### src/rtl/ivut_pkg.sv
package ivut_pkg;

  localparam logic [2:0] POL_FIRST_STOP = 3'd4;
  localparam logic [2:0] POL_SWAP_STOP  = 3'd5;
  localparam logic [2:0] POL_FIRST_BC   = 3'd6;
  localparam logic [2:0] POL_SWAP_BC    = 3'd7;

  // Automatic selection update; 0 = register A, 1 = register B.
  function automatic logic f_next_sel(input logic [2:0] pol, input logic sel,
                                      input logic stop, input logic bc_tc,
                                      input logic tc);
    logic nx;
    nx = sel;
    case (pol)
      POL_FIRST_STOP: begin
        if (stop)           nx = 1'b0;
        else if (tc && !sel) nx = 1'b1;
      end
      POL_SWAP_STOP: if (stop) nx = ~sel;
      POL_FIRST_BC: begin
        if (bc_tc)          nx = 1'b0;
        else if (tc && !sel) nx = 1'b1;
      end
      POL_SWAP_BC:   if (bc_tc) nx = ~sel;
      default:       nx = sel;
    endcase
    return nx;
  endfunction

  // Policy 6 re-arm also reloads the counter.
  function automatic logic f_rearm(input logic [2:0] pol, input logic bc_tc);
    return (pol == POL_FIRST_BC) && bc_tc;
  endfunction

endpackage

### src/rtl/ivut_loadregs.sv
module ivut_loadregs #(
  parameter int CNT_W  = 24,
  parameter int HI_W   = 8,
  parameter int LO_W   = 16,
  parameter int ADDR_W = 3
) (
  input  logic              clk,
  input  logic              rst_n,
  input  logic              wr_en,
  input  logic [ADDR_W-1:0] wr_addr,
  input  logic [LO_W-1:0]   wr_data,
  output logic [CNT_W-1:0]  load_a,
  output logic [CNT_W-1:0]  load_b,
  output logic [2:0]        pol_q,
  output logic              pol_wr,
  output logic              pol_sel
);
  localparam int NREG = 2;
  localparam logic [ADDR_W-1:0] POL_ADDR = ADDR_W'(2 * NREG);

  for (genvar i = 0; i < NREG; i++) begin : g_ld
    logic [CNT_W-1:0] val_q;
    logic hi_hit, lo_hit;
    assign hi_hit = wr_en && (wr_addr == ADDR_W'(2 * i));
    assign lo_hit = wr_en && (wr_addr == ADDR_W'(2 * i + 1));
    always_ff @(posedge clk or negedge rst_n) begin
      if (!rst_n) begin
        val_q <= '0;
      end else begin
        if (hi_hit) val_q[CNT_W-1:LO_W] <= wr_data[HI_W-1:0];
        if (lo_hit) val_q[LO_W-1:0]     <= wr_data;
      end
    end
  end

  assign load_a  = g_ld[0].val_q;
  assign load_b  = g_ld[1].val_q;
  assign pol_wr  = wr_en && (wr_addr == POL_ADDR);
  assign pol_sel = wr_data[3];

  always_ff @(posedge clk or negedge rst_n) begin
    if (!rst_n)      pol_q <= 3'd0;
    else if (pol_wr) pol_q <= wr_data[2:0];
  end
endmodule

### src/rtl/ivut_srcsel.sv
module ivut_srcsel
  import ivut_pkg::*;
(
  input  logic       clk,
  input  logic       rst_n,
  input  logic [2:0] pol_q,
  input  logic       pol_wr,
  input  logic       pol_sel,
  input  logic       stop,
  input  logic       bc_tc,
  input  logic       tc,
  output logic       sel_q,
  output logic       sel_nx,
  output logic       rearm
);
  assign sel_nx = f_next_sel(pol_q, sel_q, stop, bc_tc, tc);
  assign rearm  = f_rearm(pol_q, bc_tc);

  always_ff @(posedge clk or negedge rst_n) begin
    if (!rst_n)      sel_q <= 1'b0;
    else if (pol_wr) sel_q <= pol_sel;
    else             sel_q <= sel_nx;
  end
endmodule

### src/rtl/ivut_downcnt.sv
module ivut_downcnt #(
  parameter int CNT_W = 24
) (
  input  logic             clk,
  input  logic             rst_n,
  input  logic             start,
  input  logic             stop,
  input  logic             tick,
  input  logic             reload,
  input  logic [CNT_W-1:0] load_val,
  output logic             run_q,
  output logic             tc,
  output logic             upd_q
);
  logic [CNT_W-1:0] cnt_q;
  logic             at_end;

  assign at_end = (cnt_q[CNT_W-1:1] == '0);
  assign tc     = run_q && tick && at_end;

  always_ff @(posedge clk or negedge rst_n) begin
    if (!rst_n) begin
      cnt_q <= '0;
      run_q <= 1'b0;
      upd_q <= 1'b0;
    end else begin
      if (reload)             cnt_q <= load_val;
      else if (run_q && tick) cnt_q <= cnt_q - 1'b1;
      if (stop)               run_q <= 1'b0;
      else if (start)         run_q <= 1'b1;
      upd_q <= tc;
    end
  end
endmodule

### src/rtl/ivl_update_timer.sv
module ivl_update_timer #(
  parameter int CNT_W  = 24,
  parameter int HI_W   = 8,
  parameter int LO_W   = 16,
  parameter int ADDR_W = 3
) (
  input  logic              clk,
  input  logic              rst_n,
  input  logic              wr_en,
  input  logic [ADDR_W-1:0] wr_addr,
  input  logic [LO_W-1:0]   wr_data,
  input  logic              sw_load,
  input  logic              start,
  input  logic              stop,
  input  logic              bc_tc,
  input  logic              tick,
  output logic              update,
  output logic              tc,
  output logic              cnt_state,
  output logic              next_src
);
  logic [CNT_W-1:0] load_a, load_b, load_val;
  logic [2:0]       mode_q;
  logic             mode_wr, mode_sel;
  logic             sel_q, sel_nx, rearm, reload;

  ivut_loadregs #(.CNT_W(CNT_W), .HI_W(HI_W), .LO_W(LO_W), .ADDR_W(ADDR_W)) u_regs (
    .clk(clk), .rst_n(rst_n), .wr_en(wr_en), .wr_addr(wr_addr), .wr_data(wr_data),
    .load_a(load_a), .load_b(load_b), .pol_q(mode_q), .pol_wr(mode_wr), .pol_sel(mode_sel)
  );

  ivut_srcsel u_sel (
    .clk(clk), .rst_n(rst_n), .pol_q(mode_q), .pol_wr(mode_wr), .pol_sel(mode_sel),
    .stop(stop), .bc_tc(bc_tc), .tc(tc), .sel_q(sel_q), .sel_nx(sel_nx), .rearm(rearm)
  );

  assign reload   = sw_load || tc || stop || rearm;
  assign load_val = sel_nx ? load_b : load_a;

  ivut_downcnt #(.CNT_W(CNT_W)) u_cnt (
    .clk(clk), .rst_n(rst_n), .start(start), .stop(stop), .tick(tick),
    .reload(reload), .load_val(load_val), .run_q(cnt_state), .tc(tc), .upd_q(update)
  );

  assign next_src = sel_q;
endmodule

### config.mk
export PLATFORM = sky130hd
export DESIGN_NAME = ivl_update_timer
export DESIGN_NICKNAME = d
export VERILOG_FILES = /design/src/rtl/ivut_pkg.sv /design/src/rtl/ivut_loadregs.sv /design/src/rtl/ivut_srcsel.sv /design/src/rtl/ivut_downcnt.sv /design/src/rtl/ivl_update_timer.sv
export SDC_FILE = /design/constraint.sdc
export NUM_CORES = 1
export LEC_CHECK = 0
export ABC_AREA = 1
export BUFFER_PORTS_ARGS = -buffer_cell sky130_fd_sc_hd__buf_2
export CORE_MARGIN = 2
export CORE_UTILIZATION = 45
export DETAILED_ROUTE_END_ITERATION = 10
export PLACE_DENSITY = 0.61
export SYNTH_ARGS = -nofsm -noshare
export SYNTH_HDL_FRONTEND = slang
export SYNTH_SLANG_ARGS = --single-unit
### constraint.sdc
create_clock -name clk -period 3.53 [get_ports clk]
set_input_delay 0.353 -clock clk [delete_from_list [all_inputs] [get_ports clk]]
set_output_delay 0.353 -clock clk [all_outputs]
set_load 0.03 [all_outputs]
# After elaboration in Yosys (flattened, before gate mapping)
# Cells that the tools add are included.
[word_totals]
output_inout_bits = 4
reg_bits = 78
latch_bits = 0
wordCells = 48
n_memories = 0
ram_bits = 0
in_bits = 27
mem_bits_ro = 0
[op_classes]
eq_ne = 8
bitwise = 1
muxes = 12
n_lt_le_gt_ge = 0
shifts = 0
n_mul = 0
div_mod_pow = 0
reduce_logical = 17
n_addsub = 1
[ops]
columns = ["cell", "n"]
rows = [
  ["24-bit 2-to-1 mux", 3],
  ["24-bit by 1-bit subtractor with 24-bit output (second input constant)", 1],
  ["23-bit logical NOT", 1],
  ["3-bit equality test (second input constant)", 5],
  ["1-bit logical AND", 9],
  ["1-bit 2-to-1 mux", 8],
  ["3-bit by 2-bit equality test with 1-bit output (second input constant)", 2],
  ["1-bit case mux with 4 select lines", 1],
  ["2-bit nonzero test", 2],
  ["3-bit by 1-bit equality test with 1-bit output (second input constant)", 1],
  ["3-bit logical NOT", 1],
  ["1-bit logical OR", 3],
  ["1-bit logical NOT", 1],
  ["1-bit inverter", 1],
]

# Logic depth before layout (Yosys ltp)
# Gate-level depths: netlist (run 1).
[depth]
word_depth = 8
depth_mapped = 15

# By module
# Synthesis (run 1) repeated with hierarchy kept, for this count alone.
[hier_totals]
cells_unflattened = 637
area_unflattened_um2 = 4464.3
[modules_own_cells]
columns = ["mod", "n_inst", "area_each_um2", "cells_each"]
rows = [
  ["ivut_loadregs", 1, 2052.0, 233],
  ["ivut_downcnt", 1, 1860.5, 285],
  ["ivl_update_timer", 1, 385.4, 81],
  ["ivut_srcsel", 1, 166.4, 38],
]

# Worst setup path before layout (run 1)
# No wires, ideal clock.
[synth_timing]
kind = "flip-flop to flip-flop"
startpoint = "reg u_cnt.run_q"
endpoint = "reg u_cnt.cnt_q[16]"
arrival_time_ps = 1652
stages_incl_launch_ff = 13
period_less_slack_ps = 1776
path_slack_ps = 1754
required_time_ps = 3406
path_cell_list = "dfrtp_1 nand2_1 inv_1 nand3_1 nor2_1 nand3_2 nand2_1 inv_2 nand2_2 inv_1 buf_2 a22oi_1 nand2_1"
[synth_between]
elab_chain_len = 8
word_cells_on_any_way = 13
cone_classes = "6 x mux; 7 x reduce/logical"
[synth_rtl]
columns = ["element", "line_no", "source"]
rows = [
  ["start, declared", "ivut_downcnt.sv:11", "output logic run_q,"],
  ["start signal, assigned", "ivut_downcnt.sv:24", "run_q <= 1'b0;"],
  ["start signal, assigned", "ivut_downcnt.sv:29", "if (stop) run_q <= 1'b0;"],
  ["start signal, assigned", "ivut_downcnt.sv:30", "else if (start) run_q <= 1'b1;"],
  ["1-bit logical AND (*)", "ivut_downcnt.sv:19, ivut_downcnt.sv:28", ""],
  ["1-bit logical AND", "ivut_downcnt.sv:19", "assign tc = run_q && tick && at_end;"],
  ["1-bit logical AND", "ivut_pkg.sv:17, ivut_pkg.sv:22", ""],
  ["1-bit 2-to-1 mux", "ivut_pkg.sv:17, ivut_pkg.sv:22", ""],
  ["1-bit 2-to-1 mux (on tied branches)", "ivut_pkg.sv:21, ivut_pkg.sv:16", ""],
  ["1-bit case mux with 4 select lines", "ivut_pkg.sv:14", "case (pol)"],
  ["24-bit 2-to-1 mux", "ivl_update_timer.sv:38", "assign load_val = sel_nx ? load_b : load_a;"],
  ["24-bit 2-to-1 mux", "ivut_downcnt.sv:27", "if (reload) cnt_q <= load_val;"],
  ["end signal, assigned", "ivut_downcnt.sv:27", ""],
  ["end signal, assigned", "ivut_downcnt.sv:28", "else if (run_q && tick) cnt_q <= cnt_q - 1'b1;"],
  ["end, declared", "ivut_downcnt.sv:15", "logic [CNT_W-1:0] cnt_q;"],
]
# Mark *: on every way between the ends. The rest lies on a longest branch, timed or not.
# A chain may end at the register's enable or synchronous reset.

# Worst setup path after layout (run 1)
[layout_timing]
startpoint = "reg u_cnt.run_q"
endpoint = "reg u_cnt.cnt_q[4]"
# The elaborated chain is that of the path after synthesis.

==> flow_metrics.py, run 1 <==
metrics = {
    "outcome": {
        "outcome": "completed",
    },
    "critical_path": {
        "cp_max_fo": 24,
        "slowest_delay_ps": 450,
        "crit_required_ps": 3750,
        "rr_endpoint": "u_cnt.cnt_q[4]$_DFFE_PN0P_",
        "r2r_setup_slack_ps": 990,
        "critPathCaptureType": "flop",
        "start_kind": "flop",
        "crit_path_top_delay_cell": "inv_1",
        "cp_common_cell": "nand2_1",
        "ff2ff_path_depth": 12,
        "path_cells": "nand2_1, inv_1, nand3_1, nor2_1, nand3_2, nand2_1, inv_2, nand2_2, inv_1, a31oi_1, nand2_1, o21ai_0",
        "cp.arrival_ps": 2770,
        "r2r_start": "u_cnt.run_q$_DFFE_PN0P_",
        "path_class": "flop to flop",
    },
    "floorplanning": {
        "rows": 34,
        "die_y_um": 99.3,
        "io_pins": 31,
        "chipWidth_um": 99.3,
        "die_area_mm2": 0.00987,
        "coreArea_mm2": 0.00876,
        "start_util_pct": 46.7,
    },
    "sta": {
        "rsz0062_at_grt": "no",
        "period_needed_ps": 2540,
        "fmax_mhz": 393,
        "period_share_pct": 72.1,
        "clock_skew_ps": 20.4,
        "maxSlewViolCount": 0,
        "setup_ws_ps": 986,
        "tns_ps": 0,
        "worstMarginPinSlew_ps": 1120,
        "hold_ws_ps": 120,
        "setup_violations": 0,
        "slew_headroom_pct": 25.1,
        "finalHoldViolCount": 0,
    },
    "logic_synthesis": {
        "ys_seq_area_share_pct": 47.7,
        "synth-edff-count": 0,
        "syn_area_per_cell_um2": 7.57,
        "ys_warn_count": 0,
        "async_flop_share_pct": 100,
        "ys.flop_type": "dfrtp_1",
        "synth_area_mm2": 0.00409,
        "yosys_register_bits": 78,
        "syn_nets": 568,
        "synth_cell_types": 28,
        "netlist_instances": 540,
    },
    "clocking": {
        "htreeDepth": 3,
        "postCtsSetupBuffers": 0,
        "clk_latency_ps": 350,
        "cts.repair.resized": 0,
        "clkSinkCount": 78,
        "clk_pin_slew_ps": 80,
        "ctsLongestPathBuffers": 2,
        "numCtsBuffers": 9,
        "hold_buffers": 0,
        "tritoncts": "built",
        "clockRootBuffer": "clkbuf_8",
    },
    "place": {
        "place.gp.congestion": 0.934,
        "portBuffers": 30,
        "dpl_worst_slack_ps": 971,
        "place_hpwl_um": 6740,
    },
    "detailed_routing": {
        "drt_iter0_drc": 207,
        "firstDrtPassIters": 5,
        "wl_per_cell_um": 14.6,
        "vias_per_cell": 5.23,
        "wl_um": 9810,
        "ant_nets": 0,
        "drc": 0,
        "vias": 3522,
    },
    "cells_and_area": {
        "fin_nets": 589,
        "area_delta_synth_final_pct": 9.36,
        "diodes": 0,
        "drive_gt1_share_pct": 10.4,
    },
    "grt": {
        "grt.total_usage_pct": 20.9,
        "grt.overflow.total": 0,
        "grt_max_degree": 79,
        "grt_pass1_wl_um": 16400,
        "grt_pass1_vias": 3357,
        "antenna_found_initial": 0,
    },
    "pwr": {
        "power_mw": 3.02,
        "ir_worst_vdd_mv": 0.260,
        "cellLeakagePower_nw": 2.19,
        "power_density_mw_per_mm2": 676,
    },
    "worst_hold_path": {
        "hold_path_class": "primary input to async pin",
    },
    "run": {
        "drv_cap": 0,
    },
}
==> layer usage <==
metal / share of wire (%) / routed length (um) / up-vias / GRT usage [%]
met2: 44 / 4320 / 72 / 31.9
li1: - / - / 1781 / -
met4: 1.3 / 125 / 0 / 6.74
met5: 0 / 0 / - / 0
met3: 4.0 / 388 / 11 / 2.88
met1: 51 / 4980 / 1658 / 30.8
==> registers in the layout, indices dropped and copies added, names as in the netlist, named ones only <==
name	cells
u_cnt.cnt_q	24
u_regs.load_a	24
u_regs.load_b	24
u_regs.pol_q	3
u_cnt.run_q	1
u_cnt.upd_q	1
==> how the worst max path moves through the flow <==
stage,from,endpoint,slack (ps),cells past startpoint
after floorplan,u_cnt.run_q$_DFFE_PN0P_,u_cnt.cnt_q[16]$_DFFE_PN0P_,1750,12
after global placement,tick,u_cnt.cnt_q[4]$_DFFE_PN0P_,1020,13
after detailed placement,tick,u_cnt.cnt_q[4]$_DFFE_PN0P_,970,13
after CTS,u_cnt.run_q$_DFFE_PN0P_,u_cnt.cnt_q[4]$_DFFE_PN0P_,1010,12
after global routing,u_cnt.run_q$_DFFE_PN0P_,u_cnt.cnt_q[23]$_DFFE_PN0P_,780,11
final,u_cnt.run_q$_DFFE_PN0P_,u_cnt.cnt_q[4]$_DFFE_PN0P_,990,12
==> through the flow <==
stage | instances | utilization (%) | cell area (um2)
after floorplan | 540 | - | 4090
after CTS | 673 | 51.0 | 4470
after detailed placement | 658 | 48.9 | 4290
after global routing | 673 | 51.0 | 4470
final | 673 | 51.0 | 4470
after global placement | 658 | 48.9 | 4290
==> cells by family (layout without fill, tap and decap cells) <==
family | Yosys count | after routing | share of synthesized area [%]
flops | 78 | 78 | 47.7
buf+inv | 82 | 107 | 8.23
simple gates | 255 | 255 | 27.1
fa+ha+maj | 1 | 1 | 0.306
compound gates | 112 | 112 | 14.1
xor+xnor | 12 | 12 | 2.57
==> cells in the mapped netlist (3+ instances only) <==
library cell	instances	area, um2
o21ai_0	74	370
o21ai_1	4	20.0
nand3b_1	14	105
inv_1	58	218
nor4_1	3	18.8
nand2_1	125	469
a21oi_1	25	125
nand3_1	39	195
nor3_1	6	30.0
clkbuf_1	13	48.8
a31oi_1	5	31.3
dfrtp_1	78	1950
buf_2	5	25.0
nor2_2	4	25.0
nor2_1	56	210
a22oi_1	3	22.5
xnor2_1	9	78.8
xor2_1	3	26.3
nand2_2	3	18.8
==> cell usage in the layout (no fill, tap or decap), drive strengths merged <==
cell type / synthesis / routed
a21oi: 25 / 25
a22oi: 3 / 3
a31oi: 5 / 5
buf: 10 / 33
bufinv: 0 / 1
clkbuf: 13 / 9
clkinv: 0 / 3
clkinvlp: 0 / 2
dfrtp: 78 / 78
ha: 1 / 1
inv: 59 / 59
nand2: 128 / 128
nand3: 40 / 40
nand3b: 14 / 14
nand4: 2 / 2
nor2: 60 / 60
nor3: 6 / 6
nor4: 3 / 3
o21a: 1 / 1
o21ai: 78 / 78
or2: 2 / 2
xnor2: 9 / 9
xor2: 3 / 3
==> critical path: cells and delay by family (launching register included) <==
family                 cells  cell delay (ps)
AND/OR/NAND/NOR            7             1040
buffers and inverters      3              820
flip-flops                 1              390
AO/OA/AOI/OAI              2              160
==> layout make-up <==
| cell class | count | area (um2) |
|---|---|---|
| clock buffer | 9 | 124 |
| clock inverter | 6 | 63.8 |
| fill | 877 | 4290 |
| inverter | 59 | 221 |
| multi-input combinational | 380 | 1800 |
| sequential | 78 | 1950 |
| tap | 108 | 135 |
| timing repair buffer | 33 | 175 |
==> power by group <==
group | switching, mW | internal (mW) | leakage (nW)
clock network | 0.342 | 0.322 | 0.0911
registers | 0.224 | 1.13 | 0.971
logic | 0.649 | 0.360 | 1.13
total | 1.22 | 1.81 | 2.19
Note: power is estimated with default switching activity, not from simulation.
==> run 2, diff against run 1 <==
==> constraint.sdc (replaced) <==
create_clock -name clk -period 2.7 [get_ports clk]
set_input_delay 0.27 -clock clk [delete_from_list [all_inputs] [get_ports clk]]
set_output_delay 0.27 -clock clk [all_outputs]
set_load 0.03 [all_outputs]
==> run 2 against run 1 <==
  * Sequential power grew 32%
  * Worst setup slack lost 340 ps
  * Global-route usage grew 1.3 points
  * Sequential share of layout area shrank 0.47 points
  * Worst hold slack lost 70 ps
  * First-iteration DRC count grew 11%
  * Combinational power grew 29%
  * Clock-buffer cell count grew 1
  * Wire length grew 1.8%
  * Highest routed layer unchanged
==> flow_metrics.py, run 2 (synthesized netlist as in run 1, its figures left out) <==
metrics = {
    "cells_and_area": {
        "fin_nets": 594,
        "final_util_pct": 51.6,
        "mostFrequentLayoutCells": "nand2_1 (125), dfrtp_1 (78), o21ai_0 (74)",
        "nFillCells": 863,
        "final_common_cell": "nand2_1",
        "diodes": 0,
        "ff_latch_area_mm2": 0.00195,
        "drive_gt1_share_pct": 11.4,
        "area_delta_synth_final_pct": 10.6,
        "multiInputGateArea_mm2": 0.00180,
        "finalNonFillerCells": 679,
    },
    "place": {
        "place_hpwl_um": 6970,
        "place.gp.congestion": 0.883,
        "portBuffers": 30,
        "placed_cells": 663,
    },
    "critical_path": {
        "cp_max_fo": 29,
        "critPathCaptureType": "flop",
        "ff2ff_path_depth": 13,
        "start_kind": "flop",
        "crit_required_ps": 3000,
        "crit_path_top_delay_cell": "dfrtp_1",
        "r2r_setup_slack_ps": 650,
        "path_cells": "nor2_1, nand2_1, nor2_2, nand3_2, nand2_1, nand2_1, nand2_2, nand2_2, nand2_1, nand3_1, nand2_1, nand2_1, nand2_1",
        "path_delay_family": "simple AND/OR/NAND/NOR gates",
        "cp_common_cell": "nand2_1",
        "critPathLaunch": "u_cnt.cnt_q[13]$_DFFE_PN0P_",
        "slowest_delay_ps": 420,
        "rr_endpoint": "u_cnt.cnt_q[17]$_DFFE_PN0P_",
        "path_class": "flop to flop",
        "path_buf_inv": 0,
        "cp.arrival_ps": 2360,
        "r2r_start": "u_cnt.cnt_q[13]$_DFFE_PN0P_",
    },
    "clocking": {
        "ctsLongestPathBuffers": 2,
        "hold_buffers": 0,
        "tritoncts": "built",
        "cts.repair.resized": 0,
        "htreeDepth": 3,
        "numCtsBuffers": 9,
        "clockRootBuffer": "clkbuf_8",
        "clkSinkCount": 78,
        "clk_pin_slew_ps": 90,
        "clk_latency_ps": 360,
        "postCtsSetupBuffers": 0,
    },
    "sta": {
        "fmax_mhz": 488,
        "period_share_pct": 76.0,
        "slew_headroom_pct": 34.0,
        "setup_violations": 0,
        "tns_ps": 0,
        "period_needed_ps": 2050,
        "maxSlewViolCount": 0,
        "worstMarginPinSlew_ps": 990,
        "finalHoldViolCount": 0,
        "rsz0062_at_grt": "no",
        "clock_skew_ps": 10.4,
    },
    "floorplanning": {
        "start_util_pct": 46.7,
        "coreArea_mm2": 0.00876,
        "die_area_mm2": 0.00987,
        "die_y_um": 99.3,
        "chipWidth_um": 99.3,
        "io_pins": 31,
        "rows": 34,
    },
    "detailed_routing": {
        "drt_iter0_drc": 230,
        "firstDrtPassIters": 5,
        "wl_per_cell_um": 14.7,
        "vias": 3582,
        "ant_nets": 0,
        "drc": 0,
        "vias_per_cell": 5.28,
        "wl_um": 9990,
    },
    "grt": {
        "grt.overflow.total": 0,
        "grt_pass1_vias": 3478,
        "grt_max_degree": 79,
        "grt_pass1_wl_um": 17300,
        "grt.total_usage_pct": 22.2,
        "antenna_found_initial": 0,
    },
    "pwr": {
        "cellLeakagePower_nw": 2.23,
        "power_density_mw_per_mm2": 878,
        "ir_worst_vdd_mv": 0.417,
        "power_mw": 3.97,
    },
    "outcome": {
        "outcome": "completed",
    },
    "worst_hold_path": {
        "hold_path_class": "primary input to async pin",
    },
    "run": {
        "drv_cap": 0,
    },
}
==> run 2: cell types whose count changed in the layout (fill, tap and decap cells not counted) <==
cell	before	now
clkbuf_8	9	10
buf_4	4	9
clkinv_2	2	3
clkinvlp_4	2	1
==> run 2: worst max path at each step <==
stage / endpoint / slack, ps / cells after the start
2_1_floorplan: u_cnt.cnt_q[16]$_DFFE_PN0P_ / 920 / 12
3_3_place_gp: u_cnt.cnt_q[17]$_DFFE_PN0P_ / 670 / 13
3_5_place_dp: u_cnt.cnt_q[17]$_DFFE_PN0P_ / 660 / 13
4_1_cts: u_cnt.cnt_q[17]$_DFFE_PN0P_ / 660 / 13
5_1_grt: u_cnt.cnt_q[13]$_DFFE_PN0P_ / 450 / 11
6_report: u_cnt.cnt_q[17]$_DFFE_PN0P_ / 650 / 13
==> run 2: cell type report <==
class                           instances  share of cell area (%)
Sequential cell                        78                    43.2
Multi-Input combinational cell        380                    39.8
Inverter                               59                    4.90
Timing Repair Buffer                   38                    4.70
Clock buffer                           10                    3.04
Tap cell                              108                    2.99
Clock inverter                          6                    1.36
==> run 2: metal layers <==
metal	global-route usage, %	share of wire [%]	wire length, um
met1	33.7	49	4890
met2	32.2	44	4420
met3	2.81	4.9	493
met4	9.06	1.8	177
met5	0	0	0
==> run 2: metrics by stage <==
stage,setup WS (ps),instance area [um2],hold WS [ps]
2_1_floorplan,924,4090,-25.6
3_3_place_gp,666,4320,462
3_5_place_dp,660,4320,467
4_1_cts,655,4520,94.3
5_1_grt,447,4520,118
6_report,649,4520,50.6
==> run 2: power by group <==
group / switching [mW] / internal (mW) / total (mW) / leakage (nW)
Clock: 0.447 / 0.449 / 0.896 / 0.102
Combinational: 0.824 / 0.473 / 1.30 / 1.16
Sequential: 0.304 / 1.47 / 1.78 / 0.971
Total: 1.57 / 2.40 / 3.97 / 2.23
==> run 3, diff against run 2 <==
--- a/config.mk
+++ b/config.mk
@@ -5,12 +5,12 @@
 export SDC_FILE = /design/constraint.sdc
 export NUM_CORES = 1
 export LEC_CHECK = 0
-export ABC_AREA = 1
+export ABC_AREA = 0
 export BUFFER_PORTS_ARGS = -buffer_cell sky130_fd_sc_hd__buf_2
 export CORE_MARGIN = 2
 export CORE_UTILIZATION = 45
 export DETAILED_ROUTE_END_ITERATION = 10
-export PLACE_DENSITY = 0.61
+export PLACE_DENSITY = 0.63
 export SYNTH_ARGS = -nofsm -noshare
 export SYNTH_HDL_FRONTEND = slang
 export SYNTH_SLANG_ARGS = --single-unit
==> constraint.sdc (replaced) <==
create_clock -name clk -period 1.8 [get_ports clk]
set_input_delay 0.18 -clock clk [delete_from_list [all_inputs] [get_ports clk]]
set_output_delay 0.18 -clock clk [all_outputs]
set_load 0.03 [all_outputs]
==> run 3 against run 2 <==
  * Sequential share of layout area fell by 3.7 points
  * Largest power group unchanged
  * Cell count down 23%
  * The run now ends with negative setup slack left
  * Worst hold slack lost 30 ps
  * Wire length shrank 15%
  * Clock-buffer cell count did not move
==> flow_metrics.py, run 3 <==
metrics = {
    "cells_and_area": {
        "diodes": 0,
        "mostFrequentLayoutCells": "dfrtp_1 (78), mux2_2 (52), buf_4 (52)",
        "nFillCells": 664,
        "fin_nets": 444,
        "final_common_cell": "dfrtp_1",
        "drive_gt1_share_pct": 42.8,
        "final_util_pct": 60.1,
        "area_delta_synth_final_pct": 29.4,
    },
    "logic_synthesis": {
        "synth_cell_types": 41,
        "synth_top_cell_by_area": "dfrtp_1",
        "synth_area_mm2": 0.00382,
        "yosys_register_bits": 78,
        "yosysTopAreaCellShare_pct": 51.1,
        "synth.most_common_cell": "dfrtp_1",
        "async_flop_share_pct": 100,
        "syn_area_per_cell_um2": 11.9,
        "synthTopCellsByArea": "dfrtp_1 (51%), mux2_2 (15%), mux2i_1 (8.4%), xnor2_1 (3.0%), xor2_1 (2.5%)",
        "synth-edff-count": 0,
        "ys_warn_count": 0,
        "ys.flop_type": "dfrtp_1",
        "netlist_top_cells_count": "dfrtp_1 (78), mux2_2 (52), mux2i_1 (32)",
        "ys_seq_area_share_pct": 51.1,
        "syn_nets": 349,
        "netlist_instances": 321,
    },
    "sta": {
        "worstMarginPinSlew_ps": 445,
        "finalHoldViolCount": 0,
        "fmax_mhz": 423,
        "rsz0062_at_grt": "yes",
        "period_needed_ps": 2360,
        "slew_headroom_pct": 69.5,
        "tns_ps": -13360,
        "period_share_pct": 131,
        "clock_skew_ps": 9.99,
        "maxSlewViolCount": 0,
        "hold_ws_ps": 20.8,
        "setup_violations": 27,
        "setup_ws_ps": -562,
    },
    "place": {
        "place.gp.congestion": 0.832,
        "portBuffers": 30,
        "place_hpwl_um": 6010,
    },
    "clocking": {
        "clockRootBuffer": "clkbuf_8",
        "clkSinkCount": 78,
        "numCtsBuffers": 9,
        "clk_latency_ps": 360,
        "clk_pin_slew_ps": 90,
        "ctsLongestPathBuffers": 2,
        "tritoncts": "built",
        "htreeDepth": 3,
    },
    "worst_hold_path": {
        "hold_path_class": "primary input to flop",
    },
    "grt": {
        "grt_pass1_vias": 2919,
        "grt.total_usage_pct": 20.9,
        "antenna_found_initial": 0,
        "grt_pass1_wl_um": 14400,
        "grt_max_degree": 52,
        "grt.overflow.total": 0,
    },
    "run": {
        "drv_cap": 0,
    },
    "floorplanning": {
        "die_y_um": 96.1,
        "die_area_mm2": 0.00924,
        "start_util_pct": 46.5,
        "coreArea_mm2": 0.00822,
        "io_pins": 31,
        "chipWidth_um": 96.1,
        "rows": 33,
    },
    "critical_path": {
        "cp.arrival_ps": 2600,
        "start_kind": "flop",
        "path_class": "flop to flop",
        "crit_required_ps": 2040,
        "critPathCaptureType": "flop",
        "cp_max_fo": 8,
        "path_cells": "or3_4, or4_4, nor4_4, buf_4, a31oi_4, buf_8, mux2i_2, o21ai_1",
        "crit_path_top_delay_cell": "or4_4",
        "slowest_delay_ps": 500,
    },
    "pwr": {
        "ir_worst_vdd_mv": 0.870,
        "power_mw": 6.45,
        "power_density_mw_per_mm2": 1310,
        "cellLeakagePower_nw": 2.24,
    },
    "detailed_routing": {
        "wl_per_cell_um": 16.2,
        "vias": 2763,
        "drc": 0,
        "vias_per_cell": 5.25,
        "wl_um": 8520,
        "firstDrtPassIters": 4,
        "ant_nets": 0,
        "drt_iter0_drc": 126,
    },
    "outcome": {
        "failed_checks": "negative setup slack",
        "outcome": "complete, but fails checks",
    },
}
run 3: layout make-up:
class | instances | area, um2 | area share (%)
sequential | 78 | 1950 | 39.5
multi-input combinational | 227 | 1870 | 37.8
timing repair buffer | 96 | 766 | 15.5
clock buffer | 10 | 138 | 2.78
tap | 105 | 131 | 2.66
clock inverter | 6 | 70.1 | 1.42
inverter | 4 | 15.0 | 0.304
run 3: power by group:
group          leakage, nW  internal (mW)  total [mW]  switching [mW]
clock                0.107          0.688        1.36           0.673
combinational         1.19           1.37        2.50            1.13
sequential           0.942           2.27        2.59           0.326
run 3: stage by stage:
step                      setup WS, ps  instance area [um2]  cells
after detailed placement          -514                 4550    501
after global placement            -463                 4550    501
final                             -562                 4940    526
after CTS                         -700                 4920    526
after floorplan                   -887                 3830    321
after global routing              -663                 4940    526
run 3: logic make-up after synthesis:
kind of cell	Yosys count	synth area share (%)
flops	78	51.1
buf+inv	16	1.80
mux	84	23.7
xor+xnor	24	5.50
fa+ha+maj	1	0.327
compound gates	39	6.58
simple gates	79	11.0
run 3: routing by layer:
layer  vias up  part of all wire, %  wire (um)  global-route usage (%)
li1       1354                    -          -                       -
met1      1347                   48       4080                    28.1
met2        49                   47       4010                    33.7
met3        13                  3.1        264                    3.68
met4         0                  1.9        164                    8.21
met5         -                    0          0                       0
run 3: final timing paths:
| path | start | slack (ps) | end | cells after the start |
|---|---|---|---|---|
| worst min register to register | u_regs.load_b[3]$_DFFE_PN0P_ | 490 | u_regs.load_b[3]$_DFFE_PN0P_ | 2 |
| worst min-delay path | stop | 20 | u_cnt.run_q$_DFFE_PN0P_ | 2 |
| worst max-delay path | u_cnt.cnt_q[8]$_DFFE_PN0P_ | -560 | u_cnt.cnt_q[9]$_DFFE_PN0P_ | 8 |
| min in group asynchronous | rst_n | 280 | u_cnt.cnt_q[7]$_DFFE_PN0P_ | 2 |
| max in group asynchronous | rst_n | 920 | u_regs.load_b[21]$_DFFE_PN0P_ | 3 |
| worst max register to register | u_cnt.cnt_q[8]$_DFFE_PN0P_ | -560 | u_cnt.cnt_q[9]$_DFFE_PN0P_ | 8 |
run 3: worst max-delay path, delay by kind of cell (launching register included):
family / cells / cell delay (ps)
muxes: 1 / 190
AOI/OAI and AO/OA: 2 / 200
buffers and inverters: 2 / 370
and+or+nand+nor: 3 / 1100
DFF: 1 / 390
run 3: repair_timing:
item                                   in CTS  in global routing
endpoints found under the hold margin      27                  0
setup endpoints to repair                  27                 27
resized for setup                          20                 11
hold buffers                                1                  0
pin swaps                                   4                  6
buffers inserted                            7                  3
gates cloned                                1                  0
